File: config.mk
export PLATFORM = sky130hd
export DESIGN_NAME = intalu_top
export DESIGN_NICKNAME = d
export VERILOG_FILES = /design/src/rtl/intalu_pkg.sv /design/src/rtl/intalu_addsub.sv /design/src/rtl/intalu_logic.sv /design/src/rtl/intalu_top.sv
export SDC_FILE = /design/constraint.sdc
export NUM_CORES = 1
export LEC_CHECK = 0
export BUFFER_PORTS_ARGS = -buffer_cell sky130_fd_sc_hd__buf_2
export CAP_MARGIN = 15
export CORE_UTILIZATION = 50
export DETAILED_ROUTE_END_ITERATION = 8
export MAX_ROUTING_LAYER = met4
export PLACE_DENSITY_LB_ADDON = 0.05
export SLEW_MARGIN = 40
export SYNTH_ARGS = -nofsm -noshare
export SYNTH_HDL_FRONTEND = slang
export SYNTH_SLANG_ARGS = --single-unit
File: constraint.sdc
create_clock -name vclk -period 5.7
set_clock_uncertainty 0.1 [all_clocks]
set_input_delay 0.285 -clock vclk [all_inputs]
set_output_delay 0.285 -clock vclk [all_outputs]
set_load 0.005 [all_outputs]
File: src/rtl/intalu_pkg.sv
package intalu_pkg;
  typedef enum logic [2:0] {
    OP_AND  = 3'b000,
    OP_OR   = 3'b001,
    OP_ADD  = 3'b010,
    OP_XOR  = 3'b011,
    OP_MAX  = 3'b100,
    OP_NONE = 3'b101,
    OP_SUB  = 3'b110,
    OP_SLT  = 3'b111
  } alu_op_e;
endpackage

File: src/rtl/intalu_addsub.sv
module intalu_addsub #(
  parameter int W = 32
) (
  input  logic [W-1:0] a,
  input  logic [W-1:0] b,
  input  logic         sub,
  output logic [W-1:0] sum,
  output logic         ovf,
  output logic         lt
);
  localparam int MSB = W - 1;

  logic [W-1:0] b_eff;

  // invert the second operand and inject a carry of one for subtraction
  assign b_eff = b ^ {W{sub}};
  assign sum   = a + b_eff + {{(W-1){1'b0}}, sub};
  // overflow: operands as added share a sign, result sign differs
  assign ovf   = (a[MSB] == b_eff[MSB]) && (sum[MSB] != a[MSB]);
  // corrected signed less-than, valid when sub is set
  assign lt    = sum[MSB] ^ ovf;

  always_comb begin
    if (!sub && ovf)
      AST_ADD_OVF_SIGNS: assert (a[MSB] == b[MSB]);
    if (sub && ovf)
      AST_SUB_OVF_SIGNS: assert (a[MSB] != b[MSB]);
  end
endmodule

File: src/rtl/intalu_logic.sv
module intalu_logic #(
  parameter int W = 32
) (
  input  logic [W-1:0] a,
  input  logic [W-1:0] b,
  output logic [W-1:0] and_o,
  output logic [W-1:0] or_o,
  output logic [W-1:0] xor_o
);
  genvar i;
  generate
    for (i = 0; i < W; i++) begin : g_bit
      assign and_o[i] = a[i] & b[i];
      assign or_o[i]  = a[i] | b[i];
      assign xor_o[i] = a[i] ^ b[i];
    end
  endgenerate
endmodule

File: src/rtl/intalu_top.sv
module intalu_top
  import intalu_pkg::*;
#(
  parameter int W = 32
) (
  input  logic [W-1:0] op_a,
  input  logic [W-1:0] op_b,
  input  logic [2:0]   op_sel,
  output logic [W-1:0] result,
  output logic         zero,
  output logic         ovf
);
  logic [W-1:0] sum_w, and_w, or_w, xor_w;
  logic         as_ovf, as_lt;

  intalu_addsub #(.W(W)) u_addsub (
    .a(op_a), .b(op_b), .sub(op_sel[2]),
    .sum(sum_w), .ovf(as_ovf), .lt(as_lt)
  );

  intalu_logic #(.W(W)) u_logic (
    .a(op_a), .b(op_b),
    .and_o(and_w), .or_o(or_w), .xor_o(xor_w)
  );

  always_comb begin
    unique case (op_sel)
      OP_AND:  result = and_w;
      OP_OR:   result = or_w;
      OP_ADD:  result = sum_w;
      OP_XOR:  result = xor_w;
      OP_MAX:  result = as_lt ? op_b : op_a;
      OP_SUB:  result = sum_w;
      OP_SLT:  result = {{(W-1){1'b0}}, as_lt};
      default: result = '0;
    endcase
  end

  assign zero = ~|result;
  assign ovf  = ((op_sel == OP_ADD) || (op_sel == OP_SUB)) && as_ovf;

  always_comb begin
    if (op_sel == OP_SLT) begin
      AST_SLT_UPPER_CLEAR: assert (result[W-1:1] == '0);
      AST_SLT_SIGNED: assert (result[0] == ($signed(op_a) < $signed(op_b)));
    end
    if ((op_sel == OP_SUB) && zero)
      AST_SUB_EQUAL: assert (op_a == op_b);
    if ((op_sel != OP_ADD) && (op_sel != OP_SUB))
      AST_NO_OVERFLOW: assert (!ovf);
    if (op_sel == OP_MAX)
      AST_MAX_PICK: assert (($signed(result) >= $signed(op_a)) && ($signed(result) >= $signed(op_b)));
    if (op_sel == OP_NONE)
      AST_UNUSED_ZERO: assert (zero && (result == '0));
  end
endmodule

# ---- After elaboration in Yosys (flattened, before gate mapping)
# Cells that the tools add are included.
dict set report word_totals {
  ff_bits 0
}
dict set report op_classes {
  n_addsub 2
  eq_ne 8
  n_mux 2
  bitwise_logic 98
  n_reduce_logical 7
}
# cell n
set ops {}
lappend ops {{$pmux W32 S6} 1}
lappend ops {{$xor A1 B1 Y1} 33}
lappend ops {{$add A32 B1 Y32} 1}
lappend ops {{$add A32 B32 Y32} 1}
lappend ops {{$and A1 B1 Y1} 32}
lappend ops {{$mux W32} 1}
lappend ops {{$or A1 B1 Y1} 32}
lappend ops {{$reduce_or A32 Y1} 1}
lappend ops {{$xor A32 B32 Y32} 1}
lappend ops {{$eq A3 B3 Y1 const B} 3}
lappend ops {{$eq A3 B2 Y1 const B} 2}
lappend ops {{$eq A3 B1 Y1 const B} 1}
lappend ops {{$logic_not A3 Y1} 1}
lappend ops {{$logic_and A1 B1 Y1} 2}
lappend ops {{$reduce_or A2 Y1} 1}
lappend ops {{$eq A1 B1 Y1} 1}
lappend ops {{$logic_not A1 Y1} 1}
lappend ops {{$logic_or A1 B1 Y1} 1}
lappend ops {{$ne A1 B1 Y1} 1}

# ---- Logic depth before layout (Yosys ltp)
# Gate-level depths: netlist of run 1.
dict set report depth {
  ltp_word 10
  ltp_mapped 20
  ltp_nobuf 14
}

# ---- By module
# A second synthesis of run 1 with hierarchy kept.
dict set report unflattened {
  hier_cells 660
  hier_area_um2 4882.2
}
# module n_inst cells_each area_each_um2 seq_area_each_um2
set by_module_without_submodules {}
lappend by_module_without_submodules {intalu_addsub 1 292 2049.5 0.0}
lappend by_module_without_submodules {intalu_top 1 208 1671.6 0.0}
lappend by_module_without_submodules {intalu_logic 1 160 1161.1 0.0}

# ---- Least setup slack after synthesis of run 1
# Ideal clock, no wire load.
dict set report synth_timing {
  path_kind {in2out}
  start {in op_sel[2]}
  end {out zero}
  arrival_time_ns 4.656
  t_required_ns 5.315
  path_slack_ns 0.659
  stages 19
  path_cell_list {buf_6 -> clkbuf_1 -> clkbuf_1 -> clkbuf_1 -> clkbuf_1 -> xor2_1 -> ha_1 -> a21oi_1 -> o21ai_0 -> a311oi_1 -> a21boi_2 -> o31ai_4 -> nand2_4 -> buf_8 -> mux2i_1 -> a221o_1 -> nor4b_2 -> nand4_1 -> nor4b_2}
}
dict set report synth_between {
  elab_chain_len 10
  elab_cells_between_ends 19
  classes_between {add/sub: 2; eq/ne: 8; mux: 2; bitwise: 2; reduce/logical: 5}
}
# element line
set synth_rtl {}
lappend synth_rtl {{start, declared} intalu_top.sv:8} ;# input logic [2:0] op_sel,
lappend synth_rtl {{$xor A32 B32 Y32} intalu_addsub.sv:16} ;# assign b_eff = b ^ {W{sub}};
lappend synth_rtl {{$add A32 B32 Y32} intalu_addsub.sv:17} ;# assign sum = a + b_eff + {{(W-1){1'b0}}, sub};
lappend synth_rtl {{$add A32 B1 Y32} intalu_addsub.sv:17}
lappend synth_rtl {{$ne A1 B1 Y1} intalu_addsub.sv:19} ;# assign ovf = (a[MSB] == b_eff[MSB]) && (sum[MSB] != a[MSB]);
lappend synth_rtl {{$logic_and A1 B1 Y1} intalu_addsub.sv:19}
lappend synth_rtl {{$xor A1 B1 Y1} intalu_addsub.sv:21} ;# assign lt = sum[MSB] ^ ovf;
lappend synth_rtl {{$mux W32} intalu_top.sv:32} ;# OP_MAX: result = as_lt ? op_b : op_a;
lappend synth_rtl {{$pmux W32 S6 (*)} intalu_top.sv:27} ;# unique case (op_sel)
lappend synth_rtl {{net result[25]} intalu_top.sv:9} ;# output logic [W-1:0] result,
lappend synth_rtl {{$reduce_or A32 Y1 (*)} intalu_top.sv:39} ;# assign zero = ~|result;
lappend synth_rtl {{$logic_not A1 Y1 (*)} intalu_top.sv:39}
lappend synth_rtl {{end, declared} intalu_top.sv:10} ;# output logic zero,
# The timed path passes the listed nets; every way through them passes the cells marked *.

# ---- Worst setup path in the final report of run 1
dict set report layout_timing {
  start {in op_sel[2]}
  end {out zero}
}
dict set report layout_between {
  elab_chain_len 10
  elab_cells_between_ends 19
  classes_between {add/sub: 2; eq/ne: 8; mux: 2; bitwise: 2; reduce/logical: 5}
}
# element line
set layout_rtl {}
lappend layout_rtl {{$xor A32 B32 Y32} intalu_addsub.sv:16}
lappend layout_rtl {{$add A32 B32 Y32} intalu_addsub.sv:17}
lappend layout_rtl {{$add A32 B1 Y32} intalu_addsub.sv:17}
lappend layout_rtl {{$ne A1 B1 Y1} intalu_addsub.sv:19}
lappend layout_rtl {{$logic_and A1 B1 Y1} intalu_addsub.sv:19}
lappend layout_rtl {{$xor A1 B1 Y1} intalu_addsub.sv:21}
lappend layout_rtl {{$mux W32} intalu_top.sv:32}
lappend layout_rtl {{$pmux W32 S6 (*)} intalu_top.sv:27}
lappend layout_rtl {{$reduce_or A32 Y1 (*)} intalu_top.sv:39}
lappend layout_rtl {{$logic_not A1 Y1 (*)} intalu_top.sv:39}
# Mark *: on every way between the ends. The rest lies on a longest branch, timed or not.

==> impl_metrics.ini, run 1 <==
[outcome]
status = finished clean

[logic_synthesis]
synth_simple_gate_area_share_pct = 18.56
netlist-cell-type-count = 77
synth_commonest_cells = ha_1 (96), inv_1 (73), nand2_1 (68)
syn-mean-instance-area_um2 = 6.846
syn_nets = 875
synth_compound_area_share_pct = 33.21
synth_top_area_share_pct = 24.68
synth_xor_area_share_pct = 10.44
synth_area_leaders = ha_1 (25%), xor2_1 (7.4%), o21ai_0 (6.2%)
muxShareOfSynthArea_pct = 3.419
synth_top_family_by_area = compound AO/OA/AOI/OAI gates
syn_area_um2 = 4867
yosysSeqAreaShare_pct = 0
yosys_warnings = 0
synthCells = 711
yosysMostFrequentCell = ha_1
synthAdderAreaFrac_pct = 25.09
synth_area_leader_cell = ha_1

[finish]
fillers = 967
seq_cell_count = 0
n_antenna_cell = 0
nNetsFinal = 948
final_cells = 911
clkbuf_count = 0
register_area_um2 = 0
final_util_pct = 58.35
syn_to_final_growth_pct = 11.83
drive_gt1_share_pct = 17.39

[detailed_routing]
dr.max_layer_used = met4
viasPerCell = 6.144
drt-initial-drc-count = 337
route.detailed.drc = 0
wl_met3_um = 1298
dr.pass1.iters = 5
routed_wl_um = 16740
routed-wl-met2_um = 7293
wire_per_inst_um = 18.37
vias = 5597
drtAntennaViolNets = 0
met1_length_um = 7833

[setup_path]
critPathLaunch = op_sel[2]
startpoint_type = input pin
critPathMaxStageDelay_ns = 0.45
crit_slowest_cell = a311oi_1
crit_top_cell = buf_2
endpoint = zero
path_max_fanout = 36
crit_path_end_kind = primary output
cp_num_cells = 16
path_buf_inv = 3
path_cells = buf_2 > buf_12 > xor2_1 > ha_1 > a21oi_1 > o21ai_0 > a311oi_1 > a21boi_2 > o21ai_2 > nand2_4 > mux2i_1 > a221o_1 > nor3_1 > nand4bb_1 > nor4b_2 > buf_2
worstPathRequired_ns = 5.32
crit_family = compound AO/OA/AOI/OAI gates
cp.arrival_ns = 4.82
crit_type = input pin to primary output

[sta]
layout_setup_ws_ns = 0.4958
max_freq_mhz = 192.2
hold_viol = 0
period_minus_slack_ns = 5.204
grt_setup_unrepaired = false
worstMarginPinSlew_ns = 0.7628
finalSetupTns_ns = 0
slew_headroom_pct = 48.78
fin_crit_sh_pct = 91.30
setup_violations = 0
maxSlewViolCount = 0

[die]
initial_utilization_pct = 52.18
die_height_um = 100.7
die_area_um2 = 10130
core_area_um2 = 9328
pin_count = 101
fp.dieW_um = 100.7
rows = 35

[global_route]
overflow = 0
grt_antenna_before_repair = 0
first_global_vias = 5128
grt_use_total_pct = 33.50
grt_pass1_wl_um = 26260
grt_max_degree = 63

[power]
power.total_mw = 0.7175
leakagePower_nw = 2.756
p_per_area_nw_per_um2 = 131.8
vdd_drop_max_mv = 0.07388

[clock_network]
postCtsSetupBuffers = 0
cts-resized-gates = 0
ctsHoldBuffers = 0

[job]
maxCapViolations = 0

[place]
numPortBuffers = 101
hpwlAfterDp_um = 13370
placedCellCount = 911
pre_cts_ws_ns = 0.5906
routabilityCongestion = 0.9712

[min_path]
hold_class = input pin to primary output
cells in the final DEF (no fill, tap or decap), types with 5 or more instances in the layout:
master,Yosys,layout
buf_4,0,8
mux2i_1,13,13
nor3_1,10,10
a21o_1,9,9
o22ai_1,7,7
a21oi_1,49,49
ha_1,96,96
buf_2,4,101
xor2_1,41,41
nand4_1,9,9
nand3_1,15,15
o21bai_1,5,5
nor2_1,54,53
inv_1,73,73
a221o_1,7,7
o31ai_1,9,9
xnor2_1,17,17
nand2_1,68,68
a22oi_1,32,32
o21ai_0,60,60
worst min path at each step:
| stage | cells after the start | end | slack, ns | from |
|---|---|---|---|---|
| floorplan | 2 | result[22] | 0.58 | op_a[22] |
| global placement | 3 | result[27] | 0.85 | op_a[27] |
| detailed placement | 3 | result[27] | 0.86 | op_a[27] |
| CTS | 3 | result[27] | 0.86 | op_a[27] |
| global route | 3 | result[27] | 0.88 | op_a[27] |
| finish | 3 | result[27] | 0.85 | op_a[27] |
power by group:
part / internal [mW] / switching (mW)
logic: 0.279 / 0.439
registers: 0 / 0
clock network: 0 / 0
logic make-up (layout without fill, tap and decap cells):
family,Yosys count,in the layout
xor+xnor,58,58
compound gates,238,238
simple gates,190,190
fa+ha+maj,97,97
mux,16,16
buf+inv,112,183
metal layers:
layer  vias to the layer above  global-route usage, %
li1                       2703                      -
met1                      2629                  47.21
met2                       240                  53.16
met3                        25                  1.734
met4                         0                  6.243
met5                         -                      -
area by class of cell:
| cell class | instances | area (um^2) | share of cell area [%] |
|---|---|---|---|
| inverters | 73 | 274.0 | 5.034 |
| multi-input cells | 599 | 4422 | 81.24 |
| well taps | 129 | 161.4 | 2.966 |
| repair buffers | 110 | 585.6 | 10.76 |
per-stage QoR:
stage	hold slack [ns]	area, um^2
6_report	0.8525	5443
5_1_grt	0.8793	5443
4_1_cts	0.8572	5443
3_5_place_dp	0.8555	5443
3_3_place_gp	0.8527	5441
2_1_floorplan	0.5838	4867
No activity file was read; power rests on OpenSTA's default activity.
==> run 2: changes to the inputs <==
==> constraint.sdc (replaced) <==
create_clock -name vclk -period 5.8
set_clock_uncertainty 0.1 [all_clocks]
set_input_delay 0.29 -clock vclk [all_inputs]
set_output_delay 0.29 -clock vclk [all_outputs]
set_load 0.005 [all_outputs]
==> impl_metrics.ini, run 2 (synthesis gave the netlist of run 1 again) <==
[outcome]
status = finished clean

[setup_path]
cp.arrival_ns = 5.22
crit_type = input pin to primary output
crit_family = compound AO/OA/AOI/OAI gates
critPathMaxStageDelay_ns = 0.64
worstPathRequired_ns = 5.41
path_max_fanout = 33
path_buf_inv = 3
startpoint_type = input pin
crit_slowest_cell = buf_2
path_cells = buf_2 > buf_4 > xor2_1 > ha_1 > and3_1 > nand2_1 > nor4_1 > a21bo_2 > a21oi_2 > o22ai_1 > a221o_1 > nor2_1 > nor4b_2 > nand4_1 > nor4b_2 > buf_2
crit_path_end_kind = primary output

[sta]
period_minus_slack_ns = 5.613
hold_viol = 0
slew_headroom_pct = 35.74
maxSlewViolCount = 0
fin_crit_sh_pct = 96.77
grt_setup_unrepaired = false
worstMarginPinSlew_ns = 0.9638
setup_violations = 0
max_freq_mhz = 178.2
finalSetupTns_ns = 0

[finish]
nNetsFinal = 947
final_cells = 910
clkbuf_count = 0
n_antenna_cell = 0
seq_cell_count = 0
final_cell_mix = buf_2 (101), ha_1 (96), inv_1 (73), nand2_1 (68), o21ai_0 (60)
layout_commonest_cell = buf_2
drive_gt1_share_pct = 17.29
register_area_um2 = 0
syn_to_final_growth_pct = 11.52

[min_path]
hp-start = op_a[27]
hold_class = input pin to primary output
whs_path_depth = 3
holdPathEnd = result[27]

[global_route]
grt_pass1_wl_um = 26440
grt_max_degree = 63
overflow = 0
first_global_vias = 5074
grt_antenna_before_repair = 0
grt_use_total_pct = 33.75

[clock_network]
cts-resized-gates = 0
ctsHoldBuffers = 0
postCtsSetupBuffers = 0

[detailed_routing]
wire_per_inst_um = 18.53
route.detailed.drc = 0
routed_wl_um = 16860
drt-initial-drc-count = 341
dr.pass1.iters = 5
drtAntennaViolNets = 0
viasPerCell = 6.187
vias = 5630

[die]
die_height_um = 100.7
pin_count = 101
fp.dieW_um = 100.7
die_area_um2 = 10130
rows = 35
initial_utilization_pct = 52.18
core_area_um2 = 9328

[power]
leakagePower_nw = 2.751
vdd_drop_max_mv = 0.07717
p_per_area_nw_per_um2 = 130.1

[place]
numPortBuffers = 101
hpwlAfterDp_um = 13160
placedCellCount = 910
routabilityCongestion = 0.9619

[job]
maxCapViolations = 0
==> run 2: cell count changes in the layout (fill, tap and decap cells not counted) <==
cell / delta
nor2b_4: +1
nor2b_2: -1
buf_12: -1
==> run 2: layout make-up <==
type,count,area (um^2)
inverters,73,274.0
well taps,129,161.4
multi-input cells,599,4427
fillers,928,3900
repair buffers,109,565.5
==> run 2: worst max path at each step <==
stage / to / from / slack (ns) / cells after the start
3_5_place_dp: zero / op_sel[2] / 0.30 / 16
5_1_grt: zero / op_sel[2] / 0.009 / 16
4_1_cts: zero / op_sel[2] / 0.28 / 16
6_report: zero / op_sel[2] / 0.19 / 16
2_1_floorplan: zero / op_sel[2] / 0.75 / 19
3_3_place_gp: zero / op_sel[2] / 0.40 / 16
==> run 2: layer usage <==
| layer | global-route usage (%) | share of wire (%) |
|---|---|---|
| met1 | 47.86 | 48 |
| met2 | 52.42 | 43 |
| met3 | 1.664 | 7.1 |
| met4 | 8.027 | 2.2 |
| met5 | - | 0 |
==> run 2: through the flow <==
stage | hold slack (ns) | instance area [um^2] | setup WS (ns) | util, % | power (mW)
after floorplan | 0.5938 | 4867 | 0.7490 | - | 0.4702
after global placement | 0.8515 | 5421 | 0.4047 | 58.12 | 0.6781
after detailed placement | 0.8515 | 5423 | 0.2954 | 58.14 | 0.6879
after CTS | 0.8557 | 5423 | 0.2822 | 58.14 | 0.6924
after global routing | 0.8852 | 5428 | 0.008926 | 58.19 | 0.7698
final | 0.8591 | 5428 | 0.1872 | 58.19 | 0.7064
==> run 2: power breakdown <==
part | internal [mW] | switching [mW] | total [mW] | leakage (nW)
Combinational | 0.271 | 0.435 | 0.706 | 2.75
Sequential | 0 | 0 | 0 | 0
Clock | 0 | 0 | 0 | 0
